### src/rtl/fdd_line_pkg.sv
package fdd_line_pkg;

   typedef enum logic [2:0] {
      ST_IDLE    = 3'd0,
      ST_PARK    = 3'd1,
      ST_PRESENT = 3'd2,
      ST_STROBE  = 3'd3,
      ST_HOLD    = 3'd4
   } seq_state_t;

   localparam logic [3:0] CODE_RELAX      = 4'd3;
   localparam logic [3:0] CODE_STEP_UP    = 4'd0;
   localparam logic [3:0] CODE_STEP_DOWN  = 4'd4;
   localparam logic [3:0] CODE_RDATA_H0   = 4'd4;
   localparam logic [3:0] CODE_RDATA_H1   = 4'd12;
   localparam logic [3:0] CODE_TRACK0     = 4'd10;
   localparam logic [3:0] CODE_SEEK_OK    = 4'd14;
   localparam logic [3:0] CODE_PRESENT    = 4'd7;

   function automatic int unsigned max_of(input int unsigned a, input int unsigned b);
      return (a > b) ? a : b;
   endfunction

endpackage

### src/rtl/fdd_phase_timer.sv
module fdd_phase_timer #(
   parameter int unsigned CW = 4
) (
   input  logic          clk,
   input  logic          rst_n,
   input  logic          load,
   input  logic [CW-1:0] load_val,
   output logic          expired
);

   logic [CW-1:0] cnt_q;

   always_ff @(posedge clk or negedge rst_n) begin
      if (!rst_n)
         cnt_q <= '0;
      else if (load)
         cnt_q <= load_val;
      else if (cnt_q != '0)
         cnt_q <= cnt_q - 1'b1;
   end

   assign expired = (cnt_q == '0);

   AST_TIMER_COUNTS_DOWN: assert property (@(posedge clk) disable iff (!rst_n)
      (!$past(load) && $past(cnt_q) != '0) |-> (cnt_q == $past(cnt_q) - 1'b1));

endmodule

### src/rtl/fdd_sense_capture.sv
module fdd_sense_capture #(
   parameter int unsigned STAGES = 2
) (
   input  logic clk,
   input  logic rst_n,
   input  logic line_n,
   input  logic capture,
   output logic bit_o
);

   logic synced_n;

   generate
      if (STAGES == 0) begin : g_direct
         assign synced_n = line_n;
      end else if (STAGES == 1) begin : g_one
         logic stage_q;
         always_ff @(posedge clk or negedge rst_n) begin
            if (!rst_n) stage_q <= 1'b1;
            else        stage_q <= line_n;
         end
         assign synced_n = stage_q;
      end else begin : g_chain
         logic [STAGES-1:0] chain_q;
         always_ff @(posedge clk or negedge rst_n) begin
            if (!rst_n) chain_q <= '1;
            else        chain_q <= {chain_q[STAGES-2:0], line_n};
         end
         assign synced_n = chain_q[STAGES-1];
      end
   endgenerate

   logic bit_q;
   always_ff @(posedge clk or negedge rst_n) begin
      if (!rst_n)       bit_q <= 1'b0;
      else if (capture) bit_q <= ~synced_n;
   end
   assign bit_o = bit_q;

   AST_BIT_HOLDS: assert property (@(posedge clk) disable iff (!rst_n)
      !$past(capture) |-> $stable(bit_o));

endmodule

### src/rtl/fdd_line_seq.sv
module fdd_line_seq
   import fdd_line_pkg::*;
#(
   parameter int unsigned PARK_CYC    = 4,
   parameter int unsigned SETUP_CYC   = 8,
   parameter int unsigned STROBE_CYC  = 8,
   parameter int unsigned HOLD_CYC    = 4,
   parameter int unsigned SETTLE_CYC  = 16,
   parameter int unsigned SYNC_STAGES = 2
) (
   input  logic       clk,
   input  logic       rst_n,
   input  logic       req,
   input  logic       req_cmd,
   input  logic [3:0] req_code,
   input  logic       sense_n,
   output logic       busy,
   output logic       done,
   output logic       sense_bit,
   output logic [2:0] ca_out,
   output logic       sel_out,
   output logic       strobe_out
);

   localparam int unsigned MAX_CYC = max_of(max_of(PARK_CYC, SETUP_CYC),
                                            max_of(max_of(STROBE_CYC, HOLD_CYC), SETTLE_CYC));
   localparam int unsigned CW = (MAX_CYC < 2) ? 1 : $clog2(MAX_CYC);
   localparam logic [CW-1:0] LD_PARK   = CW'(PARK_CYC - 1);
   localparam logic [CW-1:0] LD_SETUP  = CW'(SETUP_CYC - 1);
   localparam logic [CW-1:0] LD_STROBE = CW'(STROBE_CYC - 1);
   localparam logic [CW-1:0] LD_HOLD   = CW'(HOLD_CYC - 1);
   localparam logic [CW-1:0] LD_SETTLE = CW'(SETTLE_CYC - 1);

   generate
      if (PARK_CYC < 1 || SETUP_CYC < 1 || STROBE_CYC < 1 || HOLD_CYC < 1 || SETTLE_CYC < 1) begin : g_bad_phase
         $error("fdd_line_seq: every phase needs at least one cycle");
      end
      if (PARK_CYC + SETTLE_CYC <= SYNC_STAGES) begin : g_bad_sync
         $error("fdd_line_seq: park plus settle must exceed the synchroniser depth");
      end
   endgenerate

   seq_state_t    state_q, state_d;
   logic [3:0]    code_q;
   logic          cmd_q;
   logic          done_q;
   logic          expired;
   logic          load;
   logic [CW-1:0] load_val;
   logic          finish;
   logic          capture;

   always_comb begin
      state_d  = state_q;
      load     = 1'b0;
      load_val = LD_PARK;
      finish   = 1'b0;
      unique case (state_q)
         ST_IDLE: if (req) begin
            state_d = ST_PARK;
            load    = 1'b1;
         end
         ST_PARK: if (expired) begin
            state_d  = ST_PRESENT;
            load     = 1'b1;
            load_val = cmd_q ? LD_SETUP : LD_SETTLE;
         end
         ST_PRESENT: if (expired) begin
            if (cmd_q) begin
               state_d  = ST_STROBE;
               load     = 1'b1;
               load_val = LD_STROBE;
            end else begin
               state_d = ST_IDLE;
               finish  = 1'b1;
            end
         end
         ST_STROBE: if (expired) begin
            state_d  = ST_HOLD;
            load     = 1'b1;
            load_val = LD_HOLD;
         end
         ST_HOLD: if (expired) begin
            state_d = ST_IDLE;
            finish  = 1'b1;
         end
         default: state_d = ST_IDLE;
      endcase
   end

   assign capture = finish && !cmd_q;

   always_ff @(posedge clk or negedge rst_n) begin
      if (!rst_n) begin
         state_q <= ST_IDLE;
         code_q  <= CODE_RELAX;
         cmd_q   <= 1'b0;
         done_q  <= 1'b0;
      end else begin
         state_q <= state_d;
         done_q  <= finish;
         if (state_q == ST_IDLE && req) begin
            code_q <= req_code;
            cmd_q  <= req_cmd;
         end
      end
   end

   fdd_phase_timer #(.CW(CW)) u_timer (
      .clk      (clk),
      .rst_n    (rst_n),
      .load     (load),
      .load_val (load_val),
      .expired  (expired)
   );

   fdd_sense_capture #(.STAGES(SYNC_STAGES)) u_sense (
      .clk     (clk),
      .rst_n   (rst_n),
      .line_n  (sense_n),
      .capture (capture),
      .bit_o   (sense_bit)
   );

   logic parked;
   assign parked     = (state_q == ST_IDLE) || (state_q == ST_PARK);
   assign ca_out     = parked ? CODE_RELAX[2:0] : code_q[2:0];
   assign sel_out    = (state_q == ST_IDLE) ? CODE_RELAX[3] : code_q[3];
   assign strobe_out = (state_q == ST_STROBE);
   assign busy       = (state_q != ST_IDLE);
   assign done       = done_q;

   AST_IDLE_PARKED: assert property (@(posedge clk) disable iff (!rst_n)
      !busy |-> (ca_out == 3'd3 && !sel_out && !strobe_out));
   AST_ACCEPT_PARKS: assert property (@(posedge clk) disable iff (!rst_n)
      (!busy && req) |=> (busy && ca_out == 3'd3 && !strobe_out));
   AST_CODE_STEADY: assert property (@(posedge clk) disable iff (!rst_n)
      (busy && $past(busy) && $past(state_q) != ST_PARK) |-> ($stable(ca_out) && $stable(sel_out)));
   AST_STROBE_CMD_ONLY: assert property (@(posedge clk) disable iff (!rst_n)
      strobe_out |-> (busy && cmd_q));
   AST_DONE_PULSE: assert property (@(posedge clk) disable iff (!rst_n)
      done |-> (!busy && $past(busy)));
   AST_DONE_SINGLE: assert property (@(posedge clk) disable iff (!rst_n)
      done |=> !done);
   AST_BUSY_REQ_IGNORED: assert property (@(posedge clk) disable iff (!rst_n)
      (busy && $past(busy)) |-> ($stable(code_q) && $stable(cmd_q)));

endmodule

### config.mk
export PLATFORM = sky130hd
export DESIGN_NAME = fdd_line_seq
export DESIGN_NICKNAME = d
export VERILOG_FILES = /design/src/rtl/fdd_line_pkg.sv /design/src/rtl/fdd_phase_timer.sv /design/src/rtl/fdd_sense_capture.sv /design/src/rtl/fdd_line_seq.sv
export SDC_FILE = /design/constraint.sdc
export NUM_CORES = 1
export LEC_CHECK = 0
export ABC_CLOCK_PERIOD_IN_PS = 1440
export BUFFER_PORTS_ARGS = -buffer_cell sky130_fd_sc_hd__buf_2
export CAP_MARGIN = 0
export CORE_UTILIZATION = 30
export CTS_CLUSTER_SIZE = 28
export DETAILED_ROUTE_END_ITERATION = 10
export PLACE_DENSITY_LB_ADDON = 0.25
export REMOVE_ABC_BUFFERS = 1
export SYNTH_ARGS = -nofsm -noshare
export SYNTH_HDL_FRONTEND = slang
export SYNTH_SLANG_ARGS = --single-unit
export TNS_END_PERCENT = 5
### constraint.sdc
create_clock -name clk -period 1.44 [get_ports clk]
set_input_delay 0.072 -clock clk [delete_from_list [all_inputs] [get_ports clk]]
set_output_delay 0.072 -clock clk [all_outputs]
set_load 0.01 [all_outputs]
# Word level (Yosys, flattened, before mapping)
# Cells that the tools add are included.
[word_totals]
ff_bits = 16
input_bits = 9
output_inout_bits = 8
wordCells = 53
[classes]
add_sub_neg = 1
n_eq_ne = 9
muxes = 24
bitwise = 1
n_reduce_logical = 11
[ops]
columns = ["op", "n"]
rows = [
  ["two-way mux 3 bit", 8],
  ["two-way mux 4 bit", 4],
  ["one-hot mux 3 bit (5 select lines)", 1],
  ["!= test 2 bit (second input constant)", 4],
  ["one-hot mux 4 bit (2 select lines)", 1],
  ["two-way mux 1 bit", 7],
  ["equality test 3 x 2 -> 1 bit (second input constant)", 2],
  ["AND reduction 5 bit", 1],
  ["logical NOT 4 bit", 1],
  ["nonzero test 4 bit", 1],
  ["subtractor 4 x 1 -> 4 bit (second input constant)", 1],
  ["equality test 3 x 1 -> 1 bit (second input constant)", 1],
  ["equality test 3 bit (second input constant)", 1],
  ["logical NOT 3 bit", 1],
  ["one-hot mux 1 bit (3 select lines)", 1],
  ["nonzero test 3 bit", 1],
  ["logical AND 1 bit", 2],
  ["two-way mux 2 bit", 1],
  ["!= test 2 x 1 -> 1 bit (second input constant)", 1],
  ["one-hot mux 1 bit (2 select lines)", 1],
  ["nonzero test 2 bit", 1],
  ["OR reduction 2 bit", 1],
  ["logical NOT 1 bit", 1],
  ["logical OR 1 bit", 1],
  ["inverter 1 bit", 1],
]

# Logic depth before layout (Yosys ltp)
# Gate-level depths: netlist of the first run.
[depth]
word_depth = 4
depth_mapped = 5
mapped_depth_nobuf = 5

# Cells and area by module
# A second synthesis of the first run with hierarchy kept.
[unflattened]
hier_cells = 77
hier_area_um2 = 830.8
[modules_own_cells]
columns = ["mod", "instances", "cells_per_inst", "area_per_inst_um2", "seq_area_each_um2"]
rows = [
  ["fdd_line_seq", 1, 50, 505.5, 227.7],
  ["fdd_phase_timer", 1, 22, 234.0, 100.1],
  ["fdd_sense_capture", 1, 5, 91.3, 77.6],
]

# Worst setup path after synthesis of the first run
# Ideal clock, no wire load.
[synth_path]
kind = "register to register"
start = "register u_timer.cnt_q[0]"
end = "register u_sense.bit_q, in the netlist u_sense.bit_o"
setup_ns = 0.079
arrival_ns = 1.462
required_time_ns = 1.361
setup_slack_ns = -0.101
stages_incl_launch_ff = 6
n_path_buf = 0
period_less_slack_ns = 1.541
cell_sequence = "dfrtp_1 inv_1 ha_1 or3b_4 nor4_2 mux2i_1"
[synth_between]
elab_chain_cells = 4
elab_cells_between_ends = 5
classes_between = "mux: 3; reduce/logical: 2"
[synth_rtl]
columns = ["item", "line_no", "text"]
rows = [
  ["from (decl)", "fdd_phase_timer.sv:11", "logic [CW-1:0] cnt_q;"],
  ["from (signal assigned)", "fdd_phase_timer.sv:17", "cnt_q <= load_val;"],
  ["from (signal assigned)", "fdd_phase_timer.sv:19", "cnt_q <= cnt_q - 1'b1;"],
  ["logical NOT 4 bit (*)", "fdd_phase_timer.sv:22", "assign expired = (cnt_q == '0);"],
  ["two-way mux 1 bit, on equally long branches", "fdd_line_seq.sv:83, fdd_line_seq.sv:68", ""],
  ["one-hot mux 1 bit (2 select lines) (*)", "fdd_line_seq.sv:58", "unique case (state_q)"],
  ["logical AND 1 bit (*)", "fdd_line_seq.sv:91", "assign capture = finish && !cmd_q;"],
  ["to (signal assigned)", "fdd_sense_capture.sv:36", "else if (capture) bit_q <= ~synced_n;"],
  ["to (decl)", "fdd_sense_capture.sv:33", "logic bit_q;"],
]
# Mark *: on every way between the ends. The rest lies on a longest branch, timed or not.
# A chain may end at the register's enable or synchronous reset.

# Worst setup path in the final report of the first run
[layout_path]
start = "register state_q[1]"
end = "output port sel_out"
[layout_between]
elab_chain_cells = 2
[layout_rtl]
columns = ["item", "line_no", "text"]
rows = [
  ["from (decl)", "fdd_line_seq.sv:43", "seq_state_t state_q, state_d;"],
  ["from (signal assigned)", "fdd_line_seq.sv:100", "state_q <= state_d;"],
  ["logical NOT 3 bit", "fdd_line_seq.sv:128", "assign sel_out = (state_q == ST_IDLE) ? CODE_RELAX[3] : code_q[3];"],
  ["two-way mux 1 bit", "fdd_line_seq.sv:128", ""],
  ["to (decl)", "fdd_line_seq.sv:21", "output logic sel_out,"],
]
# Every way passes these cells.

==> results.py, run 1 <==
metrics = {
    "timing": {
        "clock_skew_ns": 0.00421,
        "worst_pin_slew_ns": 0.361,
        "post-route-min-period_ns": 1.55,
        "setup_viol": 5,
        "max_freq_ghz": 0.646,
        "setup_ws_ns": -0.108,
        "tns_ns": -0.285,
        "slew_violations": 0,
        "finalHoldViolCount": 0,
        "slew_headroom_pct": 75.9,
        "rsz0062_at_grt": "true",
        "fin_crit_sh_pct": 108,
    },
    "detailed_routing": {
        "wl_per_cell_um": 13.1,
        "ant_nets": 0,
        "first_pass_iters": 4,
        "drt_iter0_markers": 12,
        "routed_wl_um": 1900,
        "drcViolationCount": 0,
        "vias": 707,
        "via_per_inst": 4.88,
    },
    "worst_setup_path": {
        "critPathCaptureType": "primary output",
        "r2r_end": "u_sense.bit_o",
        "r2r_slack_ns": -0.09,
        "r2r-start": "u_timer.cnt_q[1]",
        "cp.required_ns": 1.37,
        "critPathMaxStageDelay_ns": 0.42,
        "setup.worst_path.class": "reg -> out",
        "reg2regPathDepth": 5,
        "path_delay_family": "simple AND/OR/NAND/NOR gates",
        "crit_chain": "buf_6, or3_4, and2_4, buf_6",
        "path_buf_inv": 2,
        "cp_common_cell": "buf_6",
        "crit_path_max_fanout": 7,
        "critPathSlowestCell": "dfrtp_2",
        "worstPathArrival_ns": 1.48,
        "start_kind": "flip-flop",
    },
    "pwr": {
        "leakagePower_nw": 0.585,
        "ir_worst_vdd_mv": 1.23,
        "p_per_area_nw_per_um2": 1940,
        "swShare_pct": 34.9,
        "seqPwrFrac_pct": 31.7,
        "finalPower_w": 0.00251,
        "cellInternalPower_w": 0.00164,
        "clkPwrFrac_pct": 11.7,
        "combPwrFrac_pct": 56.6,
        "power_switching_w": 0.000875,
    },
    "min_path": {
        "whs_endpoint": "code_q[2]",
        "whs_path_depth": 2,
        "hold_class": "in -> reg",
        "min_from": "req_code[2]",
    },
    "synth": {
        "synth_ff_type": "dfrtp_1",
        "synth-seq-cells": 16,
        "synth_area_um2": 831,
        "synth.avg_cell_area_um2": 11.4,
        "synth_edf_count": 0,
        "ys_seq_area_share_pct": 48.8,
        "synth_cell_type_count": 35,
        "yosysWarnings": 0,
        "netlist_instances": 73,
        "async_reset_ff_share_pct": 100,
    },
    "layout": {
        "multi_input_area_um2": 469,
        "area_growth_pct": 55.7,
        "stdcell_count": 145,
        "antenna_cells": 0,
        "final_nets": 127,
        "drive_gt1_share_pct": 59.1,
        "fin_area_um2": 1290,
        "post-route-util_pct": 50.8,
        "seq_area_um2": 407,
        "fill_cells": 238,
    },
    "global_routing": {
        "grt_use_total_pct": 15.5,
        "grt_max_degree": 17,
        "grt_pass1_wl_um": 3210,
        "gr-total-overflow": 0,
        "antenna_found_initial": 0,
        "grt_pass1_vias": 727,
    },
    "outcome": {
        "violations": "setup timing",
        "status": "complete, but fails checks",
    },
    "floorplan": {
        "die_area_um2": 2980,
        "fp.dieW_um": 54.6,
        "core_area_um2": 2540,
        "io-pin-count": 17,
        "die-height_um": 54.6,
        "rows": 18,
        "start_util_pct": 32.6,
    },
    "place": {
        "globalplace.congestion": 0.824,
        "dp_hpwl_um": 1210,
        "port_buffers": 16,
        "dpl_cell_area_um2": 1040,
        "place_inst": 129,
    },
    "clock_network": {
        "clkTransAtPathRegs_ns": 0.09,
        "tritoncts": "done",
        "clock_path_buffers": 2,
        "cts_made_buffers": 3,
        "cts-root-buf": "clkbuf_4",
        "clock_latency_ns": 0.28,
        "htreeDepth": 1,
        "clock-sinks": 16,
    },
    "flow_run": {
        "cap_violations": 0,
    },
}
-- registers in the layout, summed over array words and instances (netlist names) --
| signal | cells |
|---|---|
| code_q | 4 |
| cmd_q | 1 |
| state_q | 3 |
| u_sense.bit_o | 1 |
| u_sense.g_chain.chain_q | 2 |
| done | 1 |
| u_timer.cnt_q | 4 |
-- Yosys cell counts, types with 2 or more instances --
master / count / area share [%]
or3_1: 2 / 1.5
nand3_1: 2 / 1.2
or2_2: 2 / 1.5
mux2_2: 5 / 6.8
buf_2: 2 / 1.2
nor2_1: 2 / 0.90
inv_1: 4 / 1.8
dfstp_2: 4 / 13
o211ai_1: 2 / 1.8
nand2_1: 4 / 1.8
a21o_1: 2 / 1.8
ha_1: 2 / 3.0
mux2i_1: 2 / 2.4
nor2b_1: 3 / 2.3
dfrtp_1: 12 / 36
a21oi_1: 4 / 2.4
-- cell usage in the layout, fill, tap and decap left out, types with 2 or more instances in the layout --
| cell | n |
|---|---|
| buf_6 | 7 |
| mux2_4 | 4 |
| nand3_1 | 2 |
| buf_4 | 16 |
| o211ai_1 | 2 |
| dfrtp_1 | 11 |
| a21oi_1 | 4 |
| dfstp_2 | 4 |
| a21o_1 | 2 |
| nand2_1 | 4 |
| inv_2 | 2 |
| inv_1 | 2 |
| nor2b_1 | 3 |
| buf_2 | 13 |
| clkbuf_4 | 3 |
| mux2i_1 | 2 |
| dlygate4sd3_1 | 3 |
| or2_4 | 2 |
-- per-layer routing --
layer | vias to the layer above | global-route usage [%] | wire length, um
met5 | - | 0 | 0
met4 | 0 | 6.84 | 0
met3 | 0 | 2.22 | 62
met2 | 16 | 27.3 | 1020
met1 | 342 | 18.3 | 824
li1 | 349 | - | -
-- metrics by stage --
stage	hold WS, ns	setup WS [ns]
after CTS	0.00352	-0.129
after global placement	0.00544	-0.0899
final	0.0164	-0.108
after detailed placement	0.00532	-0.158
after floorplan	-0.224	-0.101
after global routing	0.0127	-0.165
-- power groups by stage --
stage / Combinational (W) / Sequential (W) / Clock, W
after detailed placement: 0.00101 / 0.000800 / 0
final: 0.00142 / 0.000795 / 0.000294
after CTS: 0.00115 / 0.000784 / 0.000310
after global placement: 0.000997 / 0.000793 / 0
after global routing: 0.00156 / 0.000820 / 0.000325
after floorplan: 0.000566 / 0.000810 / 0
-- final cells by class --
type / count / area share (%)
clock buffers: 4 / 2.80
inverters: 4 / 1.16
multi-input cells: 50 / 36.3
flip-flops and latches: 16 / 31.4
well taps: 30 / 2.90
repair buffers: 41 / 25.4
-- logic make-up after synthesis --
| logic type | Yosys count | share of synthesized area (%) |
|---|---|---|
| and+or+nand+nor | 26 | 22.4 |
| DFF | 16 | 48.8 |
| xor gates and xnor gates | 1 | 1.05 |
| AOI/OAI and AO/OA | 14 | 11.6 |
| muxes | 7 | 9.19 |
| buffers and inverters | 7 | 3.92 |
| adders and majority gates | 2 | 3.01 |
-- timing repair --
| item | 4_1_cts | 5_1_grt |
|---|---|---|
| resized for setup | 10 | 20 |
| hold buffers | 2 | 1 |
| buffers inserted | 5 | 4 |
| endpoints found under the hold margin | 17 | 1 |
| pin swaps | 3 | 1 |
| setup endpoints to repair | 12 | 20 |
-- worst max-delay path by stage --
stage | from | endpoint | slack, ns | depth (start not counted)
after floorplan | u_timer.cnt_q[0] | u_sense.bit_o | -0.10 | 5
after global placement | u_timer.cnt_q[0] | u_sense.bit_o | -0.09 | 5
after detailed placement | u_timer.cnt_q[0] | u_sense.bit_o | -0.16 | 5
after CTS | state_q[1] | sel_out | -0.13 | 4
after global routing | u_timer.cnt_q[1] | u_sense.bit_o | -0.17 | 5
final | state_q[1] | sel_out | -0.11 | 4
(Power assumes the default switching activity.)
==> inputs of run 2 (changes only) <==
--- a/config.mk
+++ b/config.mk
@@ -6,11 +6,11 @@
 export NUM_CORES = 1
 export LEC_CHECK = 0
 export ABC_CLOCK_PERIOD_IN_PS = 1440
-export BUFFER_PORTS_ARGS = -buffer_cell sky130_fd_sc_hd__buf_2
 export CAP_MARGIN = 0
 export CORE_UTILIZATION = 30
 export CTS_CLUSTER_SIZE = 28
 export DETAILED_ROUTE_END_ITERATION = 10
+export DONT_BUFFER_PORTS = 1
 export PLACE_DENSITY_LB_ADDON = 0.25
 export REMOVE_ABC_BUFFERS = 1
 export SYNTH_ARGS = -nofsm -noshare
==> results.py, run 2 (same netlist as run 1, synthesis figures left out) <==
metrics = {
    "worst_setup_path": {
        "critPathCaptureType": "flip-flop",
        "start_kind": "flip-flop",
        "setup.worst_path.class": "reg -> reg",
        "crit_path_max_fanout": 4,
        "worstPathArrival_ns": 1.66,
        "r2r-start": "u_timer.cnt_q[1]",
        "cp.required_ns": 1.64,
        "critPathLaunch": "u_timer.cnt_q[1]",
    },
    "layout": {
        "layout_commonest_cell": "buf_4",
        "drive_gt1_share_pct": 51.9,
        "antenna_cells": 0,
        "stdcell_count": 136,
        "final_nets": 118,
        "area_growth_pct": 47.4,
        "reg.largest.list": "code_q x4, u_timer.cnt_q x4, state_q x3",
        "layout.cells.most_common_list": "buf_4 (18), dfrtp_1 (12), dlygate4sd3_1 (7), buf_6 (7), mux2_2 (5)",
        "fill_cells": 230,
        "fin_area_um2": 1220,
    },
    "floorplan": {
        "core_area_um2": 2540,
        "fp.dieW_um": 54.6,
        "die-height_um": 54.6,
        "rows": 18,
        "io-pin-count": 17,
        "die_area_um2": 2980,
        "start_util_pct": 32.6,
    },
    "timing": {
        "max_freq_ghz": 0.686,
        "finalHoldViolCount": 0,
        "rsz0062_at_grt": "true",
        "clock_skew_ns": 0.00293,
        "tns_ns": -0.0609,
        "setup_ws_ns": -0.0176,
        "worst_pin_slew_ns": 0.753,
        "fin_crit_sh_pct": 101,
        "slew_headroom_pct": 49.7,
        "timing.hold.ws_ns": 0.109,
        "slew_violations": 0,
        "post-route-min-period_ns": 1.46,
        "setup_viol": 7,
    },
    "detailed_routing": {
        "wl_per_cell_um": 14.3,
        "first_pass_iters": 4,
        "drcViolationCount": 0,
        "via_per_inst": 5.07,
        "ant_nets": 0,
        "drt_iter0_markers": 12,
        "routed_wl_um": 1940,
        "vias": 690,
    },
    "global_routing": {
        "antenna_found_initial": 0,
        "grt_pass1_vias": 754,
        "grt_max_degree": 17,
        "grt_use_total_pct": 16.6,
        "grt_pass1_wl_um": 3430,
        "gr-total-overflow": 0,
    },
    "clock_network": {
        "clock-sinks": 16,
        "htreeDepth": 1,
        "clock_path_buffers": 2,
        "clkTransAtPathRegs_ns": 0.09,
        "clock_latency_ns": 0.29,
        "cts-root-buf": "clkbuf_4",
        "tritoncts": "done",
        "cts_made_buffers": 3,
    },
    "place": {
        "place_inst": 113,
        "dpl_cell_area_um2": 948,
        "globalplace.congestion": 0.777,
        "dp_hpwl_um": 1220,
        "port_buffers": 0,
    },
    "pwr": {
        "ir_worst_vdd_mv": 1.06,
        "leakagePower_nw": 0.531,
        "p_per_area_nw_per_um2": 1920,
        "finalPower_w": 0.00235,
    },
    "min_path": {
        "min_from": "req",
        "hold_class": "in -> reg",
    },
    "flow_run": {
        "cap_violations": 0,
    },
    "outcome": {
        "violations": "setup timing",
        "status": "complete, but fails checks",
    },
}
-- run 2: changes by cell type in the layout (fill, tap and decap cells not counted), moves of 4 or more --
cell,delta
buf_2,-13
dlygate4sd3_1,+4
mux2_2,+4
mux2_4,-4
-- run 2: final cells by class --
cell class / instances / area [um2] / area share [%]
tap: 30 / 37.5 / 3.06
clock buffer: 4 / 36.3 / 2.96
multi-input combinational: 50 / 447 / 36.5
inverter: 4 / 15.0 / 1.23
sequential: 16 / 405 / 33.1
timing repair buffer: 32 / 284 / 23.2
-- run 2: final timing paths --
path                                                   end  slack, ns  cells past startpoint
worst max-delay path                            state_q[0]      -0.02                      6
worst min-delay path                            state_q[0]       0.11                      2
worst max register to register                  state_q[0]      -0.02                      6
worst min register to register  u_sense.g_chain.chain_q[1]       0.36                      0
max in group asynchronous                 u_timer.cnt_q[2]       0.69                      1
min in group asynchronous                       state_q[1]       0.28                      1
-- run 2: report_power, final --
| part | internal [W] | leakage [nW] | switching (W) | total (W) |
|---|---|---|---|---|
| clock network | 0.000154 | 0.0210 | 0.000146 | 0.000300 |
| logic | 0.000705 | 0.321 | 0.000555 | 0.00126 |
| registers | 0.000642 | 0.189 | 0.000145 | 0.000787 |
| total | 0.00150 | 0.531 | 0.000846 | 0.00235 |
-- run 2: per-layer routing --
metal / global-route usage, % / vias to the layer above / share of wire [%]
li1: - / 330 / -
met1: 20.3 / 336 / 43
met2: 29.1 / 19 / 52
met3: 2.22 / 5 / 3.3
met4: 6.41 / 0 / 1.5
met5: 0 / - / 0
-- run 2: critical path: stages (launching register included) --
cell and delay (ns):
dfrtp_1 0.40, inv_2 0.09, ha_4 0.15, nor3b_2 0.21
buf_4 0.16, nand3_1 0.11, a221oi_2 0.26
-- run 2: repair_timing --
| action | in CTS | in global routing |
|---|---|---|
| buffers inserted | 12 | 0 |
| pin swaps | 5 | 3 |
| setup endpoints to repair | 9 | 18 |
| endpoints found under the hold margin | 22 | 0 |
| resized for setup | 15 | 6 |
| hold buffers | 7 | 0 |
| cloned | 0 | 0 |
-- run 2: per-stage QoR --
step	utilization, %	setup slack, ns
after floorplan	-	-0.101
after global placement	37.3	-0.0958
after detailed placement	37.3	-0.153
after CTS	47.2	-0.0149
after global routing	48.1	-0.0960
final	48.1	-0.0176
==> inputs of run 3 (changes only) <==
--- a/config.mk
+++ b/config.mk
@@ -7,10 +7,11 @@
 export LEC_CHECK = 0
 export ABC_CLOCK_PERIOD_IN_PS = 1440
 export CAP_MARGIN = 0
-export CORE_UTILIZATION = 30
+export CORE_UTILIZATION = 53
 export CTS_CLUSTER_SIZE = 28
 export DETAILED_ROUTE_END_ITERATION = 10
 export DONT_BUFFER_PORTS = 1
+export HOLD_SLACK_MARGIN = 0.02
 export PLACE_DENSITY_LB_ADDON = 0.25
 export REMOVE_ABC_BUFFERS = 1
 export SYNTH_ARGS = -nofsm -noshare
==> results.py, run 3 (same netlist as run 1, synthesis figures left out) <==
metrics = {
    "outcome": {
        "status": "complete, but fails checks",
        "violations": "setup timing",
    },
    "timing": {
        "clock_skew_ns": 0.00703,
        "setup_ws_ns": -0.175,
        "rsz0062_at_grt": "true",
        "worst_pin_slew_ns": 0.730,
        "fin_crit_sh_pct": 112,
        "slew_violations": 0,
        "slew_headroom_pct": 51.1,
        "finalHoldViolCount": 0,
        "post-route-min-period_ns": 1.62,
        "setup_viol": 10,
        "max_freq_ghz": 0.619,
    },
    "global_routing": {
        "grt_pass1_wl_um": 3830,
        "grt_max_degree": 17,
        "antenna_found_initial": 0,
        "grt_pass1_vias": 788,
        "gr-total-overflow": 0,
        "grt_use_total_pct": 30.7,
    },
    "pwr": {
        "swShare_pct": 40.0,
        "power_switching_w": 0.000994,
        "seqPwrFrac_pct": 33.4,
        "finalPower_w": 0.00248,
        "combPwrFrac_pct": 56.0,
        "p_per_area_nw_per_um2": 2070,
        "leakagePower_nw": 0.522,
        "ir_worst_vdd_mv": 1.70,
        "clkPwrFrac_pct": 10.6,
        "cellInternalPower_w": 0.00149,
    },
    "floorplan": {
        "die_area_um2": 1730,
        "die-height_um": 41.6,
        "core_area_um2": 1380,
        "io-pin-count": 17,
        "fp.dieW_um": 41.6,
        "rows": 13,
        "start_util_pct": 60.1,
    },
    "place": {
        "dpl_cell_area_um2": 922,
        "port_buffers": 0,
        "globalplace.congestion": 0.813,
        "dp_hpwl_um": 1290,
    },
    "clock_network": {
        "clock_path_buffers": 2,
        "clock-sinks": 16,
        "cts-root-buf": "clkbuf_4",
        "tritoncts": "done",
        "cts_made_buffers": 3,
        "clock_latency_ns": 0.30,
        "htreeDepth": 1,
        "clkTransAtPathRegs_ns": 0.10,
    },
    "worst_setup_path": {
        "crit_path_max_fanout": 3,
        "r2r_end": "u_sense.bit_o",
        "start_kind": "flip-flop",
        "worstSetupEndpoint": "u_sense.bit_o",
        "r2r_slack_ns": -0.18,
        "cp.required_ns": 1.63,
        "reg2regPathDepth": 5,
        "r2r-start": "u_timer.cnt_q[0]",
        "worstPathArrival_ns": 1.81,
        "setup.worst_path.class": "reg -> reg",
        "critPathCaptureType": "flip-flop",
        "critPathLaunch": "u_timer.cnt_q[0]",
    },
    "min_path": {
        "hold_class": "in -> reg",
        "min_from": "req",
    },
    "layout": {
        "reg.largest.list": "code_q x4, u_timer.cnt_q x4, state_q x3",
        "final_nets": 115,
        "area_growth_pct": 44.3,
        "layout_commonest_cell": "buf_4",
        "drive_gt1_share_pct": 51.5,
        "layout.cells.most_common_list": "buf_4 (14), dfrtp_1 (11), buf_6 (8)",
        "fin_area_um2": 1200,
        "antenna_cells": 0,
    },
    "detailed_routing": {
        "wl_per_cell_um": 22.8,
        "ant_nets": 0,
        "routed_wl_um": 2690,
        "via_per_inst": 6.36,
        "drt_iter0_markers": 38,
        "drcViolationCount": 0,
        "vias": 751,
        "first_pass_iters": 6,
    },
    "flow_run": {
        "cap_violations": 0,
    },
}
==> run 3: layer usage <==
metal	up-vias	global-route usage, %	part of all wire (%)
met5	-	0	0
met4	0	15.5	4.5
met3	11	6.09	6.1
met2	42	53.1	52
met1	377	35.6	38
li1	321	-	-
==> run 3: repair_timing <==
item	CTS	global route
endpoints found under the setup margin	10	17
gates resized for setup	16	12
hold buffers	7	0
setup buffers	9	1
hold endpoints to repair	22	0
pin swaps	5	2
==> run 3: worst min-delay path by stage <==
stage / slack (ns) / cells past startpoint / end
6_report: 0.09 / 2 / state_q[0]
5_1_grt: 0.11 / 2 / state_q[0]
4_1_cts: 0.06 / 2 / state_q[0]
3_5_place_dp: -0.22 / 0 / done
3_3_place_gp: -0.22 / 0 / u_timer.cnt_q[0]
2_1_floorplan: -0.22 / 0 / cmd_q
==> run 3: worst max-delay path: stages (launching register included) <==
cell and delay [ns]:
dfrtp_1 0.41, inv_2 0.08, ha_4 0.13, or3b_4 0.40, nor4_4 0.16, mux2i_1 0.32
==> run 3: final cells by class <==
type | count | area, um2
Clock buffer | 4 | 26.3
Tap cell | 15 | 18.8
Fill cell | 66 | 184
Sequential cell | 16 | 407
Multi-Input combinational cell | 50 | 467
Timing Repair Buffer | 29 | 265
Inverter | 4 | 15.0
==> run 3: power groups by stage <==
stage               Sequential [W]  Combinational [W]  Clock, W
CTS                       0.000803            0.00119  0.000251
detailed placement        0.000822           0.000895         0
floorplan                 0.000810           0.000566         0
global route              0.000842            0.00148  0.000282
finish                    0.000830            0.00139  0.000263
global placement          0.000805           0.000843         0
==> run 3: through the flow <==
stage / instances / hold WS [ns] / utilization (%) / TNS, ns / worst slack [ns]
2_1_floorplan: 70 / -0.224 / - / -0.440 / -0.101
3_3_place_gp: 97 / -0.223 / 66.7 / -0.160 / -0.0881
3_5_place_dp: 97 / -0.223 / 66.7 / -0.377 / -0.170
4_1_cts: 117 / 0.0594 / 82.8 / -0.00420 / -0.00420
5_1_grt: 118 / 0.108 / 86.7 / -0.881 / -0.215
6_report: 118 / 0.0947 / 86.7 / -0.472 / -0.175
